--- config.mk ---
export PLATFORM = sky130hd
export DESIGN_NAME = acc_alu
export DESIGN_NICKNAME = d
export VERILOG_FILES = /design/src/rtl/acc_alu_pkg.sv /design/src/rtl/alu_addsub.sv /design/src/rtl/alu_logic.sv /design/src/rtl/alu_flag_reg.sv /design/src/rtl/acc_alu.sv
export SDC_FILE = /design/constraint.sdc
export NUM_CORES = 1
export LEC_CHECK = 0
export BUFFER_PORTS_ARGS = -buffer_cell sky130_fd_sc_hd__buf_2
export CAP_MARGIN = 10
export CORE_UTILIZATION = 60
export CTS_CLUSTER_SIZE = 28
export DETAILED_ROUTE_END_ITERATION = 8
export GPL_TIMING_DRIVEN = 0
export PLACE_DENSITY = 0.93
export SYNTH_ARGS = -nofsm -noshare
export SYNTH_HDL_FRONTEND = slang
export SYNTH_HIERARCHICAL = 1
export SYNTH_SLANG_ARGS = --single-unit
export TNS_END_PERCENT = 50
--- constraint.sdc ---
create_clock -name clk_i -period 12.65 [get_ports clk_i]
set_input_delay 2.53 -clock clk_i [delete_from_list [all_inputs] [get_ports clk_i]]
set_output_delay 2.53 -clock clk_i [all_outputs]
set_load 0.05 [all_outputs]
--- src/rtl/acc_alu_pkg.sv ---
package acc_alu_pkg;
  localparam int unsigned OP_W   = 4;
  localparam int unsigned NFLAGS = 5;

  localparam logic [OP_W-1:0] OP_ADD = 4'd0;
  localparam logic [OP_W-1:0] OP_ADC = 4'd1;
  localparam logic [OP_W-1:0] OP_SUB = 4'd2;
  localparam logic [OP_W-1:0] OP_SBB = 4'd3;
  localparam logic [OP_W-1:0] OP_AND = 4'd4;
  localparam logic [OP_W-1:0] OP_OR  = 4'd5;
  localparam logic [OP_W-1:0] OP_XOR = 4'd6;
  localparam logic [OP_W-1:0] OP_CMP = 4'd7;
  localparam logic [OP_W-1:0] OP_INC = 4'd8;
  localparam logic [OP_W-1:0] OP_DEC = 4'd9;
  localparam logic [OP_W-1:0] OP_CMA = 4'd10;
  localparam logic [OP_W-1:0] OP_STC = 4'd11;
  localparam logic [OP_W-1:0] OP_CMC = 4'd12;

  localparam int unsigned FL_CY = 0;
  localparam int unsigned FL_P  = 1;
  localparam int unsigned FL_AC = 2;
  localparam int unsigned FL_Z  = 3;
  localparam int unsigned FL_S  = 4;

  typedef enum logic [1:0] {LG_AND = 2'd0, LG_OR = 2'd1, LG_XOR = 2'd2} logic_sel_e;
endpackage

--- src/rtl/alu_addsub.sv ---
module alu_addsub #(
  parameter int unsigned W   = 8,
  parameter int unsigned NIB = 4
) (
  input  logic [W-1:0] a_i,
  input  logic [W-1:0] b_i,
  input  logic         sub_i,
  input  logic         cin_i,   // carry for add, borrow for sub
  output logic [W-1:0] res_o,
  output logic         cout_o,  // carry for add, borrow for sub
  output logic         aux_o
);
  localparam int unsigned LW = NIB + 1;
  localparam int unsigned HW = W - NIB + 1;

  logic [W-1:0]  b_eff;
  logic          c0;
  logic [LW-1:0] lo;
  logic [HW-1:0] hi;

  always_comb begin
    b_eff  = sub_i ? ~b_i : b_i;
    c0     = sub_i ? ~cin_i : cin_i;
    lo     = {1'b0, a_i[NIB-1:0]} + {1'b0, b_eff[NIB-1:0]} + LW'(c0);
    hi     = {1'b0, a_i[W-1:NIB]} + {1'b0, b_eff[W-1:NIB]} + HW'(lo[NIB]);
    res_o  = {hi[HW-2:0], lo[NIB-1:0]};
    cout_o = hi[HW-1] ^ sub_i;
    aux_o  = lo[NIB] ^ sub_i;
  end
endmodule

--- src/rtl/alu_logic.sv ---
module alu_logic
  import acc_alu_pkg::*;
#(
  parameter int unsigned W = 8
) (
  input  logic [W-1:0] a_i,
  input  logic [W-1:0] b_i,
  input  logic_sel_e   sel_i,
  output logic [W-1:0] res_o
);
  always_comb begin
    unique case (sel_i)
      LG_AND:  res_o = a_i & b_i;
      LG_OR:   res_o = a_i | b_i;
      default: res_o = a_i ^ b_i;
    endcase
  end
endmodule

--- src/rtl/alu_flag_reg.sv ---
module alu_flag_reg #(
  parameter int unsigned NF = 5
) (
  input  logic          clk_i,
  input  logic          rst_ni,
  input  logic          en_i,
  input  logic [NF-1:0] d_i,
  output logic [NF-1:0] q_o
);
  always_ff @(posedge clk_i or negedge rst_ni) begin
    if (!rst_ni)   q_o <= '0;
    else if (en_i) q_o <= d_i;
  end

  // register empty while reset is held
  always_ff @(posedge clk_i) begin
    if (!rst_ni) p_reset_clear_r1: assert (q_o == '0);
  end
endmodule

--- src/rtl/acc_alu.sv ---
module acc_alu
  import acc_alu_pkg::*;
#(
  parameter int unsigned W = 8
) (
  input  logic                clk_i,
  input  logic                rst_ni,
  input  logic                start_i,
  input  logic [OP_W-1:0]     op_i,
  input  logic [W-1:0]        acc_i,
  input  logic [W-1:0]        opnd_i,
  output logic [W-1:0]        acc_o,
  output logic [W-1:0]        opnd_o,
  output logic [NFLAGS-1:0]   flags_o
);
  localparam int unsigned NIB = W / 2;

  logic [NFLAGS-1:0] flags_q, flags_d;
  logic              cy_q;
  logic              ar_sub, ar_cin, ar_cout, ar_aux;
  logic [W-1:0]      ar_res, id_res, lg_res;
  logic              id_cout, id_aux;
  logic_sel_e        lg_sel;
  logic [W-1:0]      res_sel;
  logic              wr_szp;

  assign cy_q   = flags_q[FL_CY];
  assign ar_sub = (op_i == OP_SUB) || (op_i == OP_SBB) || (op_i == OP_CMP);
  assign ar_cin = ((op_i == OP_ADC) || (op_i == OP_SBB)) ? cy_q : 1'b0;

  alu_addsub #(.W(W), .NIB(NIB)) u_acc_arith (
    .a_i(acc_i), .b_i(opnd_i), .sub_i(ar_sub), .cin_i(ar_cin),
    .res_o(ar_res), .cout_o(ar_cout), .aux_o(ar_aux)
  );

  // operand +/- 1 shares the adder structure with a zero addend
  alu_addsub #(.W(W), .NIB(NIB)) u_opnd_step (
    .a_i(opnd_i), .b_i('0), .sub_i(op_i == OP_DEC), .cin_i(1'b1),
    .res_o(id_res), .cout_o(id_cout), .aux_o(id_aux)
  );

  always_comb begin
    unique case (op_i)
      OP_AND:  lg_sel = LG_AND;
      OP_OR:   lg_sel = LG_OR;
      default: lg_sel = LG_XOR;
    endcase
  end

  alu_logic #(.W(W)) u_logic (
    .a_i(acc_i), .b_i(opnd_i), .sel_i(lg_sel), .res_o(lg_res)
  );

  always_comb begin
    acc_o   = acc_i;
    opnd_o  = opnd_i;
    flags_d = flags_q;
    res_sel = ar_res;
    wr_szp  = 1'b0;
    case (op_i)
      OP_ADD, OP_ADC, OP_SUB, OP_SBB: begin
        acc_o          = ar_res;
        wr_szp         = 1'b1;
        flags_d[FL_CY] = ar_cout;
        flags_d[FL_AC] = ar_aux;
      end
      OP_CMP: begin
        wr_szp         = 1'b1;
        flags_d[FL_CY] = ar_cout;
        flags_d[FL_AC] = ar_aux;
      end
      OP_AND, OP_OR, OP_XOR: begin
        acc_o          = lg_res;
        res_sel        = lg_res;
        wr_szp         = 1'b1;
        flags_d[FL_CY] = 1'b0;
        flags_d[FL_AC] = (op_i == OP_AND);
      end
      OP_INC, OP_DEC: begin
        opnd_o         = id_res;
        res_sel        = id_res;
        wr_szp         = 1'b1;
        flags_d[FL_AC] = id_aux;
      end
      OP_CMA: acc_o = ~acc_i;
      OP_STC: flags_d[FL_CY] = 1'b1;
      OP_CMC: flags_d[FL_CY] = ~cy_q;
      default: ;
    endcase
    if (wr_szp) begin
      flags_d[FL_S] = res_sel[W-1];
      flags_d[FL_Z] = (res_sel == '0);
      flags_d[FL_P] = ~^res_sel;
    end
  end

  alu_flag_reg #(.NF(NFLAGS)) u_flags (
    .clk_i(clk_i), .rst_ni(rst_ni), .en_i(start_i), .d_i(flags_d), .q_o(flags_q)
  );

  assign flags_o = flags_q;

  p_hold_idle_r11: assert property (@(posedge clk_i) disable iff (!rst_ni)
    !start_i |=> $stable(flags_o));
  p_cma_no_flags_r9: assert property (@(posedge clk_i) disable iff (!rst_ni)
    (start_i && op_i == OP_CMA) |=> $stable(flags_o));
  p_logic_clr_cy_r6: assert property (@(posedge clk_i) disable iff (!rst_ni)
    (start_i && (op_i == OP_AND || op_i == OP_OR || op_i == OP_XOR)) |=> !flags_o[FL_CY]);
  p_stc_only_cy_r10: assert property (@(posedge clk_i) disable iff (!rst_ni)
    (start_i && op_i == OP_STC) |=> flags_o[FL_CY] && $stable(flags_o[NFLAGS-1:1]));
  p_cmc_flip_r10: assert property (@(posedge clk_i) disable iff (!rst_ni)
    (start_i && op_i == OP_CMC) |=> flags_o[FL_CY] != $past(flags_o[FL_CY]));
  p_step_keeps_cy_r8: assert property (@(posedge clk_i) disable iff (!rst_ni)
    (start_i && (op_i == OP_INC || op_i == OP_DEC)) |=> $stable(flags_o[FL_CY]));
  p_cmp_eq_zero_r7: assert property (@(posedge clk_i) disable iff (!rst_ni)
    (start_i && op_i == OP_CMP && acc_i == opnd_i) |=> flags_o[FL_Z] && !flags_o[FL_CY]);
endmodule

==> summary.txt <==
Status
  • Run status: complete, no violations

CTS
  • Root buffer selected by CTS: clkbuf_4
  • Hold_buf cts: 0
  • Clock Latency Late Sink: 260 ps
  • Clk buf depth: 2
  • Htree depth: 1
  • Setup bufs post-CTS: 0
  • Post_cts resized: 0
  • Cts bufs inserted: 3
  • CTS tree: built
  • CTS Sinks: 5
  • Clock Pin Slew Worst Setup and Hold Paths: 40 ps

Layout
  • # diodes: 0
  • Commonest cells after routing, fill and taps aside: 46 x buf_2, 35 x inv_1, 32 x ha_1
  • Regs by FF count: u_flags/q_o: 5 flops
  • Commonest non-fill, non-tap cell in the layout: buf_2
  • Util after Layout: 73.3%
  • Layout fillers: 272
  • Final #Nets: 373
  • P&R area growth vs syn: 15.1%
  • Top reg by flops: u_flags/q_o
  • Multi-input logic area: 1850 µm²
  • Max reg flops: 5
  • Share of cells above drive strength 1: 23.9%
  • Cell area after layout: 2480 µm²
  • Reg area: 125 µm²

Logic synthesis
  • YS warnings: 6
  • Syn Inst Count: 255
  • Syn Std Cell Area: 2160 µm²
  • Avg Synthesized Cell Area: 8.46 µm²

Critical path
  • Startpoint Class: input pin
  • Cell mode on critical path: fa_1
  • Worst-path maximum fanout: 10
  • Critical-path cell list: buf_2 > buf_4 > inv_2 > clkbuf_1 > and3_1 > buf_4 > xnor2_1 > fa_1 > fa_1 > nand2b_1 > o2bb2ai_1 > fa_1 > inv_1 > fa_1 > o2bb2ai_1 > a211o_1 > buf_2
  • CP top delay family: adder cells
  • CP Capture Type: primary output
  • Crit path buffers/inverters: 7
  • Crit path kind: in2out
  • Largest stage delay, worst path: 450 ps
  • Worst path arrival time: 6680 ps
  • Data required, critical path: 10120 ps
  • CP max stage cell: fa_1

Placement
  • PortBufs: 43
  • Dpl cell area: 2460 µm²
  • Detail Placement HPWL: 4290 µm
  • Pre-CTS WS: 3530 ps
  • Gp weighted congestion: 0.821

GRT
  • Total Routing Usage GR: 32.0%
  • First-pass GRT wire length: 8760 µm
  • GRT Residual Overflow: 0
  • Largest net degree at the start of global routing: 11
  • Vias in the first global route: 2004
  • Initial antenna violation count: 0

Power and ir drop
  • Leakage: 0.00137 µW
  • VDD IR max: 0.0425 mV
  • Power Density: 91.6 nW/µm²

Route
  • DRC violations left: 0
  • DR vias/cell: 5.87
  • DR pass1 iterations: 4
  • Post-route ant nets: 0
  • WL per Instance: 15.5 µm
  • Routed WL: 5520 µm
  • DRT iter0 DRCs: 206
  • Via count: 2083

Timing
  • Fin. max-slew vios: 0
  • Slew margin rel.: 50.9%
  • TNS Setup: 0 ps
  • Final period util: 72.8%
  • Min Hold Slack: 527 ps
  • Slew @ Worst Pin: 734 ps
  • RSZ-0062 raised after global routing: no
  • Final Hold Viols: 0
  • Tmin final: 9210 ps
  • Post-route worst setup slack: 3440 ps
  • Layout Skew: 0.519 ps
  • # setup viols final: 0
  • F_max: 109 MHz

Job
  • Max-cap violation count: 0

Floorplanning
  • Core Area: 3390 µm²
  • Horiz. Die Dim: 62.0 µm
  • DIE AREA: 3840 µm²
  • Die height: 62.0 µm
  • Initial core utilization: 63.7%
  • Row count: 21
  • # IOs: 44

Worst hold path
  • Hold Path Class: reg2reg
## where the power goes
group          leakage, µW  switching [µW]  internal, µW
registers        0.0000609            3.56          20.7
clock network    0.0000150            7.93          12.0
logic              0.00130             113          70.3
total              0.00137             125           103
## final timing paths
path / start / endpoint / slack, ps / cells past startpoint
max reg2reg: u_flags/q_o[0]$_DFFE_PN0P_ / u_flags/q_o[1]$_DFFE_PN0P_ / 8270 / 15
max: op_i[3] / acc_o[5] / 3440 / 17
max in group asynchronous: rst_ni / u_flags/q_o[1]$_DFFE_PN0P_ / 10450 / 1
min reg2reg: u_flags/q_o[2]$_DFFE_PN0P_ / u_flags/q_o[2]$_DFFE_PN0P_ / 530 / 1
min in group asynchronous: rst_ni / u_flags/q_o[0]$_DFFE_PN0P_ / 2080 / 1
min: u_flags/q_o[2]$_DFFE_PN0P_ / u_flags/q_o[2]$_DFFE_PN0P_ / 530 / 1
## worst reg2reg max path: stages (launching register included)
cell	delay, ps
dfrtp_1	420
and3_1	200
xnor2_1	150
fa_1	430
fa_1	420
nand2b_1	160
o2bb2ai_1	210
fa_1	420
inv_1	100
fa_1	440
a221oi_1	290
ha_1	290
xor2_1	180
xnor2_1	140
a21oi_1	100
mux2_2	300
## through the flow
stage,power (µW),std cells
after floorplan,164,262
after global placement,199,351
after detailed placement,205,351
after CTS,226,355
after global routing,244,355
final,228,355
## layout make-up
type	count	area share (%)
multi-input combinational	211	74.6
buffer	10	2.87
inverter	36	5.44
timing repair buffer	43	8.66
clock buffer	4	1.06
tap	46	2.32
sequential	5	5.04
## per-layer routing
metal	vias up	routed length [µm]	track usage, %	part of all wire (%)
met1	989	2240	38.6	41
met2	92	2830	55.9	51
met5	-	0	0	0
li1	986	-	-	-
met4	0	148	15.2	2.7
met3	16	300	3.93	5.4
(Power assumes the default switching activity.)
